**src/rtl/gsm_pkg.sv**
```systemverilog
`timescale 1ns/1ps
package gsm_pkg;

  localparam int LEVEL_W = 2;

  typedef enum logic [LEVEL_W-1:0] {
    LVL_OFF  = 2'd0,
    LVL_TAB0 = 2'd1,
    LVL_TAB1 = 2'd2,
    LVL_ON   = 2'd3
  } level_e;

  function automatic int clog2_min1(input int value);
    int r;
    r = $clog2(value);
    return (r < 1) ? 1 : r;
  endfunction

endpackage

```
**src/rtl/gsm_pattern_ram.sv**
```systemverilog
`timescale 1ns/1ps
module gsm_pattern_ram #(
  parameter int BYTE_W = 8,
  parameter int DEPTH  = 64,
  parameter int ADDR_W = 6
) (
  input  logic              clk_i,
  input  logic              we_i,
  input  logic [ADDR_W-1:0] waddr_i,
  input  logic [BYTE_W-1:0] wdata_i,
  input  logic [ADDR_W-1:0] raddr_i,
  output logic [BYTE_W-1:0] rdata_o
);

  // Small distributed memory: synchronous write, asynchronous read.
  logic [BYTE_W-1:0] mem_q [DEPTH];

  always_ff @(posedge clk_i) begin
    if (we_i) begin
      mem_q[waddr_i] <= wdata_i;
    end
  end

  assign rdata_o = mem_q[raddr_i];

endmodule

```
**src/rtl/gsm_addr_gen.sv**
```systemverilog
`timescale 1ns/1ps
module gsm_addr_gen
  import gsm_pkg::*;
#(
  parameter int COL_W     = 10,
  parameter int ROW_W     = 9,
  parameter int FRAME_W   = 8,
  parameter int PAT_DIM   = 4,
  parameter int PAT_COUNT = 16,
  parameter int BYTE_W    = 8,
  parameter int ADDR_W    = 6,
  parameter int BIT_W     = 3
) (
  input  logic [LEVEL_W-1:0] level_i,
  input  logic [COL_W-1:0]   col_i,
  input  logic [ROW_W-1:0]   row_i,
  input  logic [FRAME_W-1:0] frame_i,
  output logic [ADDR_W-1:0]  byte_addr_o,
  output logic [BIT_W-1:0]   bit_sel_o
);

  localparam int DIM_W           = $clog2(PAT_DIM);
  localparam int PAT_W           = $clog2(PAT_COUNT);
  localparam int ROWS_PER_BYTE   = BYTE_W / PAT_DIM;
  localparam int BYTES_PER_PAT   = PAT_DIM / ROWS_PER_BYTE;
  localparam int BYTES_PER_TABLE = PAT_COUNT * BYTES_PER_PAT;

  logic [DIM_W-1:0] col_cell;
  logic [DIM_W-1:0] row_cell;
  logic [PAT_W-1:0] pat_idx;
  logic             table_sel;
  int               addr_int;
  int               bit_int;

  assign col_cell  = col_i[DIM_W-1:0];
  assign row_cell  = row_i[DIM_W-1:0];
  assign pat_idx   = frame_i[PAT_W-1:0];
  assign table_sel = (level_e'(level_i) == LVL_TAB1);

  always_comb begin
    addr_int = int'(table_sel) * BYTES_PER_TABLE
             + int'(pat_idx) * BYTES_PER_PAT
             + int'(row_cell) / ROWS_PER_BYTE;
    bit_int  = (int'(row_cell) % ROWS_PER_BYTE) * PAT_DIM + int'(col_cell);
  end

  assign byte_addr_o = ADDR_W'(addr_int);
  assign bit_sel_o   = BIT_W'(bit_int);

endmodule

```
**src/rtl/gsm_dot_stage.sv**
```systemverilog
`timescale 1ns/1ps
module gsm_dot_stage
  import gsm_pkg::*;
#(
  parameter int BYTE_W = 8,
  parameter int BIT_W  = 3
) (
  input  logic               clk_i,
  input  logic               rst_i,
  input  logic               valid_i,
  input  logic [LEVEL_W-1:0] level_i,
  input  logic [BYTE_W-1:0]  pattern_byte_i,
  input  logic [BIT_W-1:0]   bit_sel_i,
  output logic               dot_valid_o,
  output logic               dot_o
);

  logic dot_level;
  logic dot_next;
  logic valid_q;
  logic dot_q;

  always_comb begin
    unique case (level_e'(level_i))
      LVL_OFF: dot_level = 1'b0;
      LVL_ON:  dot_level = 1'b1;
      default: dot_level = pattern_byte_i[bit_sel_i];
    endcase
    dot_next = valid_i & dot_level;
  end

  always_ff @(posedge clk_i) begin
    if (rst_i) begin
      valid_q <= 1'b0;
      dot_q   <= 1'b0;
    end else begin
      valid_q <= valid_i;
      dot_q   <= dot_next;
    end
  end

  assign dot_valid_o = valid_q;
  assign dot_o       = dot_q;

endmodule

```
**src/rtl/gray_frame_modulator.sv**
```systemverilog
`timescale 1ns/1ps
module gray_frame_modulator
  import gsm_pkg::*;
#(
  parameter int COL_W       = 10,
  parameter int ROW_W       = 9,
  parameter int FRAME_W     = 8,
  parameter int PAT_DIM     = 4,
  parameter int PAT_COUNT   = 16,
  parameter int TABLE_COUNT = 2,
  parameter int BYTE_W      = 8,
  localparam int MEM_BYTES  = TABLE_COUNT * PAT_COUNT * PAT_DIM * PAT_DIM / BYTE_W,
  localparam int ADDR_W     = clog2_min1(MEM_BYTES)
) (
  input  logic               clk_i,
  input  logic               rst_i,
  input  logic               wr_en_i,
  input  logic [ADDR_W-1:0]  wr_addr_i,
  input  logic [BYTE_W-1:0]  wr_data_i,
  input  logic               pix_valid_i,
  input  logic [1:0]         pix_level_i,
  input  logic [COL_W-1:0]   pix_col_i,
  input  logic [ROW_W-1:0]   pix_row_i,
  input  logic [FRAME_W-1:0] frame_i,
  output logic               dot_valid_o,
  output logic               dot_o
);

  localparam int BIT_W = clog2_min1(BYTE_W);

  logic [ADDR_W-1:0] rd_addr;
  logic [BIT_W-1:0]  bit_sel;
  logic [BYTE_W-1:0] rd_byte;

  gsm_addr_gen #(
    .COL_W    (COL_W),
    .ROW_W    (ROW_W),
    .FRAME_W  (FRAME_W),
    .PAT_DIM  (PAT_DIM),
    .PAT_COUNT(PAT_COUNT),
    .BYTE_W   (BYTE_W),
    .ADDR_W   (ADDR_W),
    .BIT_W    (BIT_W)
  ) u_addr (
    .level_i    (pix_level_i),
    .col_i      (pix_col_i),
    .row_i      (pix_row_i),
    .frame_i    (frame_i),
    .byte_addr_o(rd_addr),
    .bit_sel_o  (bit_sel)
  );

  gsm_pattern_ram #(
    .BYTE_W(BYTE_W),
    .DEPTH (MEM_BYTES),
    .ADDR_W(ADDR_W)
  ) u_ram (
    .clk_i  (clk_i),
    .we_i   (wr_en_i),
    .waddr_i(wr_addr_i),
    .wdata_i(wr_data_i),
    .raddr_i(rd_addr),
    .rdata_o(rd_byte)
  );

  gsm_dot_stage #(
    .BYTE_W(BYTE_W),
    .BIT_W (BIT_W)
  ) u_dot (
    .clk_i         (clk_i),
    .rst_i         (rst_i),
    .valid_i       (pix_valid_i),
    .level_i       (pix_level_i),
    .pattern_byte_i(rd_byte),
    .bit_sel_i     (bit_sel),
    .dot_valid_o   (dot_valid_o),
    .dot_o         (dot_o)
  );

endmodule

```
**config.mk**
```make
export PLATFORM = sky130hd
export DESIGN_NAME = gray_frame_modulator
export DESIGN_NICKNAME = d
export VERILOG_FILES = /design/src/rtl/gsm_pkg.sv /design/src/rtl/gsm_pattern_ram.sv /design/src/rtl/gsm_addr_gen.sv /design/src/rtl/gsm_dot_stage.sv /design/src/rtl/gray_frame_modulator.sv
export SDC_FILE = /design/constraint.sdc
export NUM_CORES = 1
export LEC_CHECK = 0
export ABC_AREA = 1
export BUFFER_PORTS_ARGS = -buffer_cell sky130_fd_sc_hd__buf_2
export CAP_MARGIN = 0
export CORE_MARGIN = 2
export CORE_UTILIZATION = 62
export DETAILED_ROUTE_END_ITERATION = 12
export HOLD_SLACK_MARGIN = 0.02
export PLACE_DENSITY_LB_ADDON = 0.3
export SLEW_MARGIN = 20
export SYNTH_ARGS = -nofsm -noshare
export SYNTH_HDL_FRONTEND = slang
export SYNTH_SLANG_ARGS = --single-unit
```
**constraint.sdc**
```tcl
create_clock -name clk_i -period 2.42 [get_ports clk_i]
set_clock_uncertainty 0.1 [all_clocks]
set_input_delay 0.484 -clock clk_i [delete_from_list [all_inputs] [get_ports clk_i]]
set_output_delay 0.484 -clock clk_i [all_outputs]
set_load 0.1 [all_outputs]
```
Word level (Yosys, flattened, before mapping)
Memory sizes are Yosys's and may differ from the RTL's. Cells that the tools add are included.

Register bits after elaboration: 2. Latch bits: 0. Memory bits (writable): 512. ROM bits: 0. Input port bits: 47. Word-level logic and storage cells: 16. Memories: 1.

Memory list: u_ram.mem_q (words 64, width 8, rd ports 1, clocked after Yosys merged registers in 0, write ports 1, line gsm_pattern_ram.sv:16) `logic [BYTE_W-1:0] mem_q [DEPTH];`.

Add/sub/neg operators: 3. Multipliers: 0. Divide/modulo/power cells: 0. $lt $le $gt $ge: 1. Equality and inequality tests: 2. Shift operators: 0. Muxes and demuxes: 5. Bitwise logic cells: 1. Reductions and logical operators: 1.

Operators by type and width (count): $add 6x2->6 (1); $add 6x5->6 (1); $eq 2x2->1 const B (2); $lt 3x4->1 const B (1); $add 3x2->3 (1); $bmux 1 s3 (1); $mux 1 (3); $logic_not 2->1 (1); $pmux 1 s2 (1); $and 1x1->1 (1).

Depth between registers and ports, before layout
An unclocked memory read counts as a cell.

Depth in word-level cells: 8. Mapped depth: 16.

Hierarchy
From an unflattened synthesis, not the netlist that was laid out.

Cells, all modules: 1840. Area, all modules: 21434.3 um2.

Modules (own cells, without submodules): gsm_pattern_ram (instances 1, cells an instance 1797, area an instance 21179.1 um2); gsm_dot_stage (instances 1, cells an instance 32, area an instance 177.7 um2); gsm_addr_gen (instances 1, cells an instance 11, area an instance 77.6 um2).

Worst setup path before layout
No wires, ideal clock.

Kind: in2reg. Start: input port frame_i[0]. End: register u_dot.dot_q, in the netlist u_dot.dot_o. Data arrival time: 1.666 ns. Data required time: 2.198 ns. Slack: 0.532 ns. Cell stages on the path: 14. Cells stage by stage: inv_1 buf_2 clkbuf_1 nand3_1 nand3_1 nand3_1 nand3_1 nand2_1 nand2_1 nand3_1 nand3_1 nand3b_1 nand2_1 a21oi_2.

Cells in the longest elaborated chain, start to end: 7.

RTL lines: from (decl) (line gray_frame_modulator.sv:24) `input logic [FRAME_W-1:0] frame_i,`; $add 6x5->6 (line gsm_addr_gen.sv:42) `+ int'(pat_idx) * BYTES_PER_PAT`; $add 6x2->6 (line gsm_addr_gen.sv:43) `+ int'(row_cell) / ROWS_PER_BYTE;`; $mem_v2 64x8; $bmux 1 s3 (line gsm_dot_stage.sv:27) `default: dot_level = pattern_byte_i[bit_sel_i];`; $mux 1 (implied by the code) (line gsm_dot_stage.sv:27); $pmux 1 s2 (line gsm_dot_stage.sv:24) `unique case (level_e'(level_i))`; $and 1x1->1 (line gsm_dot_stage.sv:29) `dot_next = valid_i & dot_level;`; to (signal assigned) (line gsm_dot_stage.sv:38) `dot_q <= dot_next;`; to (decl) (line gsm_dot_stage.sv:21) `logic dot_q;`.

Every way passes these cells. The select of a mux whose other input is x is not followed. A chain may end at the register's enable or synchronous reset.

Final worst setup path
Start: input port pix_row_i[1]. End: register u_dot.dot_q, in the netlist u_dot.dot_o.

Cells in the longest elaborated chain, start to end: 6.

RTL lines: from (decl) (line gray_frame_modulator.sv:23) `input logic [ROW_W-1:0] pix_row_i,`; $add 6x2->6 (line gsm_addr_gen.sv:43); $mem_v2 64x8; $bmux 1 s3 (line gsm_dot_stage.sv:27); $mux 1 (implied by the code) (line gsm_dot_stage.sv:27); $pmux 1 s2 (line gsm_dot_stage.sv:24); $and 1x1->1 (line gsm_dot_stage.sv:29).

Every way passes these cells. The select of a mux whose other input is x is not followed.

==> results.cfg <==
[clock_network]
cts_root_buffer = clkbuf_16
cts_tree = done
post_cts_buffers = 0
htreeDepth = 2
cts.sinks = 514
cts_buffers = 51
path_clk_slew_ns = 0.06
cts-resized-gates = 0
cts_max_path_buffers = 3
clock_latency_ns = 0.56

[setup_path]
start_kind = input pin
r2r_setup_slack_ns = 0.62
crit_type = input pin to register
critPathArrivalTime_ns = 2.32
worstRegToRegCells = 12
cp_max_fo = 42
rr_startpoint = u_ram.mem_q[11][3]$_DFFE_PP_
cp.required_ns = 2.82
r2r-end = u_dot.dot_o$_SDFF_PP0_
critPathCaptureType = register

[final_layout]
final_core_utilization = 0.717
n_fill_cell = 2186
fin_nets = 1918
syn_to_final_growth_pct = 14.1
layout_commonest_cell = nand2_1
antennaDiodeCount = 0
drive_above_1_share = 0.120
final_cell_mix = nand2_1 (555), edfxtp_1 (512), nand3_1 (501)

[floorplanning]
start_util = 0.628
row_count = 67
die_area_um2 = 35400
die_width_um = 188
core_um2 = 33400
ioPinCount = 49
die_height_um = 188

[detailed_routing]
drc = 0
drtPass1Iterations = 6
ant_nets = 0
drt_iter0_markers = 1769
totalWireLength_um = 50900
via_count = 14370
vias_per_cell = 6.09
wl_per_cell_um = 21.6

[pwr]
fin_total_pwr_mw = 18.9
p_per_area_nw_per_um2 = 787
static-leakage-power_nw = 8.74
internal_power_mw = 14.8
peakVddDrop_mv = 0.605
p_switching_mw = 4.05
seqPwrFrac = 0.523
pwr-share-comb = 0.064
clkPwrFrac = 0.413
switching_share = 0.214

[global_routing]
grt_max_degree = 71
antenna_found_initial = 0
grt_pass1_vias = 13901
gr-usage-all-layers = 0.290
grt_overflow_total = 0
grt_pass1_wl_um = 78100

[hold_path]
hp-start = pix_valid_i
min_path_cells = 3
whs_endpoint = u_dot.dot_valid_o$_SDFF_PP0_
hp-class = input pin to register

[sta]
fmax_mhz = 522
slew_violations = 0
period_share = 0.792
min_period_ns = 1.92
tightest_slew_ns = 1.04
rsz0062_at_grt = no
fin_ws_ns = 0.503
hold_viol = 0
tns_ns = 0
setup_viol = 0
relSlewSlack = 0.307
hold-worst-slack_ns = 0.0732

[job]
cap_violations = 0

[synthesis]
ys_ff_latch = 514
synthCells = 1772
syn_area_um2 = 21000
ys_warn_count = 0
synth_seq_area_share = 0.733
synth_nets = 1821
syn_area_per_cell_um2 = 11.9
ys_types = 17

[placed_design]
place_ws_ns = -0.00185
portBuffers = 29
dp_hpwl_um = 29400
place_congestion = 0.913

[status]
outcome = complete, no violations
==> power groups by stage <==
| stage | clock network, mW | logic [mW] | registers, mW |
|---|---|---|---|
| 2_1_floorplan | 0 | 0.659 | 10.1 |
| 3_3_place_gp | 0 | 1.15 | 10.1 |
| 3_5_place_dp | 0 | 1.19 | 10.1 |
| 4_1_cts | 7.88 | 1.20 | 9.87 |
| 5_1_grt | 8.23 | 1.31 | 9.87 |
| 6_report | 7.80 | 1.21 | 9.87 |
==> worst max-delay path by stage <==
stage,slack (ns),to,start
final,0.50,u_dot.dot_o$_SDFF_PP0_,pix_row_i[1]
after global routing,0.35,u_dot.dot_o$_SDFF_PP0_,pix_row_i[1]
after CTS,0.54,dot_o,u_dot.dot_o$_SDFF_PP0_
after detailed placement,-0.002,u_dot.dot_o$_SDFF_PP0_,pix_row_i[1]
after global placement,0.03,u_dot.dot_o$_SDFF_PP0_,pix_row_i[1]
after floorplan,0.53,u_dot.dot_o$_SDFF_PP0_,frame_i[0]
==> logic make-up after synthesis <==
logic type	synth area share
simple gates	0.231
flops	0.733
buf+inv	0.0336
compound gates	0.000655
fa+ha+maj	0.00119
==> synth_stat cells <==
| cell type | instances | share of area |
|---|---|---|
| a21oi_2 | 1 | 0.00042 |
| inv_2 | 1 | 0.00018 |
| clkbuf_1 | 18 | 0.0032 |
| nand3b_1 | 1 | 0.00036 |
| edfxtp_1 | 512 | 0.73 |
| inv_1 | 17 | 0.0030 |
| dfxtp_1 | 2 | 0.0019 |
| o21ai_0 | 1 | 0.00024 |
| buf_2 | 41 | 0.0098 |
| buf_1 | 8 | 0.0014 |
| inv_4 | 1 | 0.00030 |
| nor2_1 | 69 | 0.012 |
| nand2_1 | 555 | 0.099 |
| buf_6 | 4 | 0.0021 |
| ha_1 | 2 | 0.0012 |
| buf_4 | 38 | 0.014 |
| nand3_1 | 501 | 0.12 |
==> layer usage <==
layer,wire length [um],track usage,share of wire
met3,4940,0.0459,0.097
met5,0,0,0
met4,1490,0.0945,0.029
met2,24700,0.472,0.48
met1,19800,0.406,0.39
==> registers in the layout, indices dropped and copies added, names as in the netlist <==
register	flops
u_dot.dot_valid_o	1
u_dot.dot_o	1
u_ram.mem_q	512
==> critical path, cell delays in order <==
cell and delay, ns:
buf_6 0.16, buf_4 0.41, nand2_1 0.09, nand3_1 0.12
nand3_1 0.13, nand3_1 0.13, nand3_1 0.11, nand2_1 0.14
nand2_1 0.06, nand3_1 0.07, nand3_1 0.08, nand3_1 0.09
nand2_1 0.10, a21oi_2 0.12
==> through the flow <==
stage / cell area [um2] / instances
after CTS: 24000 / 2359
after detailed placement: 22300 / 2263
after global placement: 22300 / 2263
after floorplan: 21000 / 1772
final: 24000 / 2359
after global routing: 24000 / 2359
==> final cells by class <==
class                   instances  area (um2)  area share
flip-flops and latches        514       15400       0.643
clock inverters                22         229     0.00955
well taps                     448         561      0.0234
inverters                      19        78.8     0.00329
multi-input cells            1130        4900       0.204
repair buffers                153        1380      0.0573
clock buffers                  73        1430      0.0597
==> repair_timing <==
action | in CTS | in global routing
hold buffers | 1 | 0
hold endpoints to repair | 1 | 0
setup endpoints to repair | 0 | 0
(Power assumes the default switching activity.)
